[src/rtl/apoll_pkg.sv]
`timescale 1ns/1ps
package apoll_pkg;

  typedef enum logic [1:0] {
    SQ_IDLE = 2'd0,
    SQ_REQ  = 2'd1,
    SQ_BUSY = 2'd2,
    SQ_WAIT = 2'd3
  } sq_state_e;

  // Wait length in MDC edges for a dwell code; codes above max_code are clamped.
  function automatic int unsigned dwell_cycles(input int unsigned code,
                                               input int unsigned base_shift,
                                               input int unsigned max_code);
    int unsigned c;
    c = (code > max_code) ? max_code : code;
    if (c == 0) return 0;
    return 32'd1 << (base_shift + c - 1);
  endfunction

endpackage

[src/rtl/apoll_dwell_reg.sv]
`timescale 1ns/1ps
module apoll_dwell_reg #(
  parameter int unsigned CODE_W     = 3,
  parameter int unsigned RESET_CODE = 4
) (
  input  logic              clk,
  input  logic              hrst_n,
  input  logic              we,
  input  logic [CODE_W-1:0] wdata,
  output logic [CODE_W-1:0] code
);
  // Only hard reset touches the code; soft reset is deliberately not an input.
  always_ff @(posedge clk or negedge hrst_n) begin
    if (!hrst_n)  code <= CODE_W'(RESET_CODE);
    else if (we)  code <= wdata;
  end
endmodule

[src/rtl/apoll_interval_ctr.sv]
`timescale 1ns/1ps
module apoll_interval_ctr #(
  parameter int unsigned CNT_W = 12
) (
  input  logic             clk,
  input  logic             hrst_n,
  input  logic             srst,
  input  logic             start,
  input  logic [CNT_W-1:0] limit,
  input  logic             run,
  input  logic             tick,
  output logic             expire
);
  logic [CNT_W-1:0] remain;

  assign expire = run && tick && (remain == CNT_W'(1));

  always_ff @(posedge clk or negedge hrst_n) begin
    if (!hrst_n)                             remain <= '0;
    else if (srst)                           remain <= '0;
    else if (start)                          remain <= limit;
    else if (run && tick && remain != '0)    remain <= remain - CNT_W'(1);
  end
endmodule

[src/rtl/apoll_seq.sv]
`timescale 1ns/1ps
module apoll_seq
  import apoll_pkg::*;
(
  input  logic clk,
  input  logic hrst_n,
  input  logic srst,
  input  logic poll_en,
  input  logic poll_ack,
  input  logic frame_done,
  input  logic cont_mode,
  input  logic expire,
  output logic poll_req,
  output logic busy,
  output logic waiting,
  output logic start
);
  sq_state_e state, state_nx;

  assign poll_req = (state == SQ_REQ);
  assign busy     = (state == SQ_BUSY);
  assign waiting  = (state == SQ_WAIT);
  assign start    = busy && frame_done && poll_en && !srst;

  always_comb begin
    state_nx = state;
    if (srst) begin
      state_nx = SQ_IDLE;
    end else if (!poll_en) begin
      state_nx = SQ_IDLE;
    end else begin
      unique case (state)
        SQ_IDLE: state_nx = SQ_REQ;
        SQ_REQ:  if (poll_ack)   state_nx = SQ_BUSY;
        SQ_BUSY: if (frame_done) state_nx = cont_mode ? SQ_REQ : SQ_WAIT;
        SQ_WAIT: if (expire)     state_nx = SQ_REQ;
        default: state_nx = SQ_IDLE;
      endcase
    end
  end

  always_ff @(posedge clk or negedge hrst_n) begin
    if (!hrst_n) state <= SQ_IDLE;
    else         state <= state_nx;
  end
endmodule

[src/rtl/apoll_sched.sv]
`timescale 1ns/1ps
module apoll_sched
  import apoll_pkg::*;
#(
  parameter int unsigned CODE_W     = 3,
  parameter int unsigned BASE_SHIFT = 7,
  parameter int unsigned MAX_CODE   = 5,
  parameter int unsigned RESET_CODE = 4
) (
  input  logic              clk,
  input  logic              hrst_n,
  input  logic              srst,
  input  logic              dwell_we,
  input  logic [CODE_W-1:0] dwell_wdata,
  output logic [CODE_W-1:0] dwell_code,
  input  logic              poll_en,
  input  logic              mdc_tick,
  input  logic              poll_ack,
  input  logic              frame_done,
  output logic              poll_req
);
  localparam int unsigned CNT_W = BASE_SHIFT + MAX_CODE;

  logic [CNT_W-1:0] dwell_limit;
  logic             cont_mode;
  logic             cnt_start;
  logic             wait_expire;
  logic             seq_busy;
  logic             seq_wait;

  assign dwell_limit = CNT_W'(dwell_cycles(int'(dwell_code), BASE_SHIFT, MAX_CODE));
  assign cont_mode   = (dwell_limit == '0);

  apoll_dwell_reg #(.CODE_W(CODE_W), .RESET_CODE(RESET_CODE)) u_dwell (
    .clk    (clk),
    .hrst_n (hrst_n),
    .we     (dwell_we),
    .wdata  (dwell_wdata),
    .code   (dwell_code)
  );

  apoll_interval_ctr #(.CNT_W(CNT_W)) u_ctr (
    .clk    (clk),
    .hrst_n (hrst_n),
    .srst   (srst),
    .start  (cnt_start),
    .limit  (dwell_limit),
    .run    (seq_wait),
    .tick   (mdc_tick),
    .expire (wait_expire)
  );

  apoll_seq u_seq (
    .clk        (clk),
    .hrst_n     (hrst_n),
    .srst       (srst),
    .poll_en    (poll_en),
    .poll_ack   (poll_ack),
    .frame_done (frame_done),
    .cont_mode  (cont_mode),
    .expire     (wait_expire),
    .poll_req   (poll_req),
    .busy       (seq_busy),
    .waiting    (seq_wait),
    .start      (cnt_start)
  );
endmodule

[config.mk]
export PLATFORM = sky130hd
export DESIGN_NAME = apoll_sched
export DESIGN_NICKNAME = d
export VERILOG_FILES = /design/src/rtl/apoll_pkg.sv /design/src/rtl/apoll_dwell_reg.sv /design/src/rtl/apoll_interval_ctr.sv /design/src/rtl/apoll_seq.sv /design/src/rtl/apoll_sched.sv
export SDC_FILE = /design/constraint.sdc
export NUM_CORES = 1
export LEC_CHECK = 0
export ABC_AREA = 1
export BUFFER_PORTS_ARGS = -buffer_cell sky130_fd_sc_hd__buf_2
export CAP_MARGIN = 20
export CORE_ASPECT_RATIO = 0.6
export CORE_MARGIN = 10
export CORE_UTILIZATION = 30
export DETAILED_ROUTE_END_ITERATION = 7
export SYNTH_ARGS = -nofsm -noshare
export SYNTH_HDL_FRONTEND = slang
export SYNTH_HIERARCHICAL = 1
export SYNTH_SLANG_ARGS = --single-unit
[constraint.sdc]
create_clock -name clk -period 3.9 [get_ports clk]
set_input_delay 0.78 -clock clk [delete_from_list [all_inputs] [get_ports clk]]
set_output_delay 0.78 -clock clk [all_outputs]
set_load 0.1 [all_outputs]
**Word-level counts from Yosys, hierarchy flattened**

Index checks and enable logic that the tools add are counted.

- Add/subtract/negate cells: 3
- $lt $le $gt $ge: 1
- Eq/ne operators: 7
- Shifts and indexed selects: 1
- Mux-type cells: 13
- Reduce and logical (&&, ||, !) cells: 13

Operators with widths:

| cell | count |
|---|---|
| $mux W12 | 4 |
| $logic_not A32 Y1 | 1 |
| $shl A1 B32 Y12 const A | 1 |
| $eq A12 B1 Y1 const B | 1 |
| $logic_not A12 Y1 | 1 |
| $mux W2 | 6 |
| $ne A4 B4 Y1 const B | 3 |
| $reduce_bool A12 Y1 | 1 |
| $sub A12 B1 Y12 const B | 1 |
| $pmux W2 S4 | 1 |
| $logic_and A1 B1 Y1 | 6 |
| $sub A4 B1 Y5 const B | 1 |
| $add A3 B3 Y4 const A | 1 |
| $eq A2 B2 Y1 const B | 2 |
| $gt A3 B3 Y1 const B | 1 |
| $mux W3 | 1 |
| $reduce_and A3 Y1 | 1 |
| $reduce_bool A3 Y1 | 1 |
| $eq A2 B1 Y1 const B | 1 |
| $logic_not A2 Y1 | 1 |
| $logic_not A1 Y1 | 1 |
| $mux W1 | 1 |

- Register bits after elaboration: 17
- Bits of input ports: 11
- Output and inout bits: 4
- Logic and storage cells: 41

**Longest topological paths before layout**

- Depth after elaboration: 12
- Mapped depth: 12

**Modules after synthesis**

The synthesis kept the hierarchy.

By module, submodules not included:

| module | instances | cells an instance | area an instance (um2) | seq. area each (um2) |
|---|---|---|---|---|
| apoll_interval_ctr | 1 | 145 | 952.2 | 300.3 |
| apoll_seq | 1 | 35 | 227.7 | 50.0 |
| apoll_dwell_reg | 1 | 13 | 113.9 | 76.3 |
| apoll_sched | 1 | 14 | 55.1 | 0.0 |

**Worst setup path before layout**

No wires, ideal clock.

- Kind: reg2out
- From: register u_seq.state[1]
- To: output poll_req
- Arrival: 1,264 ps
- Slack: 1,856 ps
- Cell stages (with the launch flop): 3
- Buffers on the path: 0
- Cell sequence: dfrtp_1 -> inv_1 -> ha_1

- Longest elaborated chain between the ends: 1

Ends and longest elaborated chain:

| element | line | text |
|---|---|---|
| from (decl) | apoll_seq.sv:18 | `sq_state_e state, state_nx;` |
| from (signal assigned) | apoll_seq.sv:44 | `else state <= state_nx;` |
| $eq A2 B1 Y1 | apoll_seq.sv:20 | `assign poll_req = (state == SQ_REQ);` |
| to (decl) | apoll_sched.sv:20 | `output logic poll_req` |

Every way passes these cells.

**Final worst setup path**

Same ends and word-level chain as after synthesis.

==> impl_metrics.csv <==
group,metric,value,unit
sta,relSlewSlack,64.29,%
pwr,peakVddDrop,0.0001643,V
floorplan,ioPinCount,15,
sta,period_minus_slack,2.175,ns
finish,layout-drive-gt1-share,17.39,%
setup_path,cp-end-kind,"output pin",
clock_tree,ctsResizeCount,0,
global_route,grt_overflow_total,0,
clock_tree,cts_setup_buffers,0,
sta,worst_pin_slew,0.5351,ns
sta,final_max_slew_viol_count,0,
status,status,"completed",
sta,finalSetupViolCount,0,
finish,stdcell_area,1559,sq um
logic_synthesis,yosysTopAreaCell,"dfrtp_1",
global_route,grt_start_max_net_pins,19,
floorplan,rows,18,
drt,drt_iter0_markers,84,
finish,mostFrequentLayoutCells,"nand2_1, nor2_1, inv_1, dfrtp_1, nand3_1",
setup_path,r2r-start,"u_seq/state[0]",
logic_synthesis,synth_area_per_cell,6.516,sq um
logic_synthesis,synthCells,207,
sta,post-route-period-util,55.78,%
place,place_congestion,0.8285,
sta,holdWs,0.4523,ns
logic_synthesis,synth_seq_cells,17,
drt,drtPass1Iterations,4,
floorplan,core-area,4212,sq um
worst_hold_path,min_path_type,"in2async",
clock_tree,cts_buffers,3,
place,placedInstanceArea,1514,sq um
global_route,antenna_found_initial,0,
logic_synthesis,synth_top_area_share,29.68,%
setup_path,crit_arrival,1.40,ns
floorplan,die_h,71.94,um
setup_path,timing.rr.end,"u_ctr/remain[10]",
clock_tree,path_clk_slew,0.07,ns
setup_path,reg2reg_setup_slack,1.91,ns
clock_tree,clk_latency,0.26,ns
global_route,grt_pass1_vias,1228,
finish,post-route-util,37.02,%
clock_tree,cts_sinks,17,
drt,vias_per_cell,4.452,
drt,drcViolationCount,0,
place,dpl.hpwl,2.585,mm
global_route,grt_usage,9.305,%
drt,wirelength,3.351,mm
sta,worst_slack,1.725,ns
setup_path,r2r.worst_path.cells,9,
finish,layout_commonest_cell,"nand2_1",
sta,rsz0062_at_grt,"false",
finish,multi_input_area,805.8,sq um
logic_synthesis,yosysSeqAreaShare,31.63,%
clock_tree,h-tree-depth,1,
finish,diodes,0,
floorplan,die-area,7666,sq um
pwr,cellPowerDensity,419.2,nW/um^2
clock_tree,cts-hold-fix-buffers,0,
clock_tree,cts_tree,"done",
floorplan,die_w,106.6,um
sta,clock_skew,0.003440,ns
finish,synthToLayoutAreaGrowth,15.58,%
finish,register_area,426.7,sq um
floorplan,initial_core_util,32.03,%
sta,maxClockFrequency,0.4597,GHz
drt,ant_nets,0,
clock_tree,cts_max_path_buffers,2,
drt,num_vias,1291,
setup_path,crit_fanout,3,
setup_path,cp.required,3.12,ns
job,maxCapViolCount,0,
clock_tree,cts_root_buf,"clkbuf_8",
logic_synthesis,synth_cell_types,26,
logic_synthesis,netlist_area,1349,sq um
global_route,grt_pass1_wl,5.865,mm
pwr,p_leak,0.0009117,uW
place,port_buffers,14,
sta,hold_viol_final,0,
logic_synthesis,yosysWarnings,6,
finish,fill_cells,461,
setup_path,startpoint_type,"flop",
sta,setup_tns,0,ns
drt,wl_per_cell,11.56,um
logic_synthesis,synthTopCellsByArea,"dfrtp_1, nand2_1, nor2_1, inv_1, ha_1",
setup_path,critical_path_class,"reg2out",
place,place_ws,1.635,ns
finish,final_nets,249,
==> critical path, stage by stage (launching register included) <==
cell and delay (ns):
dfrtp_1 0.41, inv_1 0.10, ha_1 0.19, buf_2 0.44
==> synthesized netlist by cell type <==
master / instances
nand2_4: 3
dfrtp_1: 16
nand3_1: 15
inv_1: 28
nor2_4: 1
ha_1: 7
nand2_2: 4
nand4_1: 5
conb_1: 1
o21bai_1: 2
xor2_1: 1
clkinv_2: 1
dfstp_2: 1
buf_2: 2
mux2i_1: 1
inv_2: 5
o22ai_1: 4
nor2_1: 29
nand2_1: 59
nor2_2: 2
a21boi_0: 1
o21ai_0: 10
o21bai_2: 1
nor3_1: 1
or2_2: 4
a21oi_1: 3
==> worst max-delay path by stage <==
stage              startpoint               end  slack [ns]
5_1_grt        u_seq/state[1]          poll_req        1.65
3_5_place_dp             srst  u_ctr/remain[10]        1.63
4_1_cts        u_seq/state[1]          poll_req        1.71
3_3_place_gp             srst  u_ctr/remain[11]        1.71
6_report       u_seq/state[1]          poll_req        1.72
2_1_floorplan  u_seq/state[1]          poll_req        1.86
==> metrics by stage <==
stage          total power (uW)  instances
6_report                  653.5        290
5_1_grt                   719.3        290
4_1_cts                   660.3        290
3_5_place_dp              515.4        286
3_3_place_gp              515.7        286
2_1_floorplan             453.1        213
==> cell families (layout without fill, tap and decap cells) <==
group / count (synthesis) / after routing / share of synthesized area (%)
buffers and inverters: 36 / 53 / 10.30
xor gates and xnor gates: 1 / 1 / 0.6495
other: 1 / 7 / 0.2780
and+or+nand+nor: 123 / 123 / 40.72
AOI/OAI and AO/OA: 21 / 21 / 9.183
muxes: 1 / 1 / 0.7421
DFF: 17 / 17 / 31.63
adders and majority gates: 7 / 7 / 6.493
==> state kept, by name, indices dropped and copies added (netlist names) <==
| signal | cells |
|---|---|
| u_seq/state | 2 |
| u_dwell/code | 3 |
| u_ctr/remain | 12 |
==> layout make-up <==
cell class	instances	share of cell area, %
sequential	17	27.37
multi-input combinational	160	51.69
inverter	34	8.266
tap	60	4.815
timing repair buffer	15	4.976
clock buffer	4	2.889
==> per-layer routing <==
layer	up-vias	GRT usage [%]	wire length [um]	share of wire, %
li1	680	-	-	-
met5	-	0	0	0
met3	2	3.704	310	9.3
met2	47	12.08	1197	36
met1	562	13.92	1832	55
met4	0	1.345	11	0.33
==> report_power, final <==
group	total [uW]	switching (uW)	internal, uW
sequential	217	21.4	195
clock	139	66.1	72.6
combinational	298	198	99.8
(Power assumes the default switching activity.)
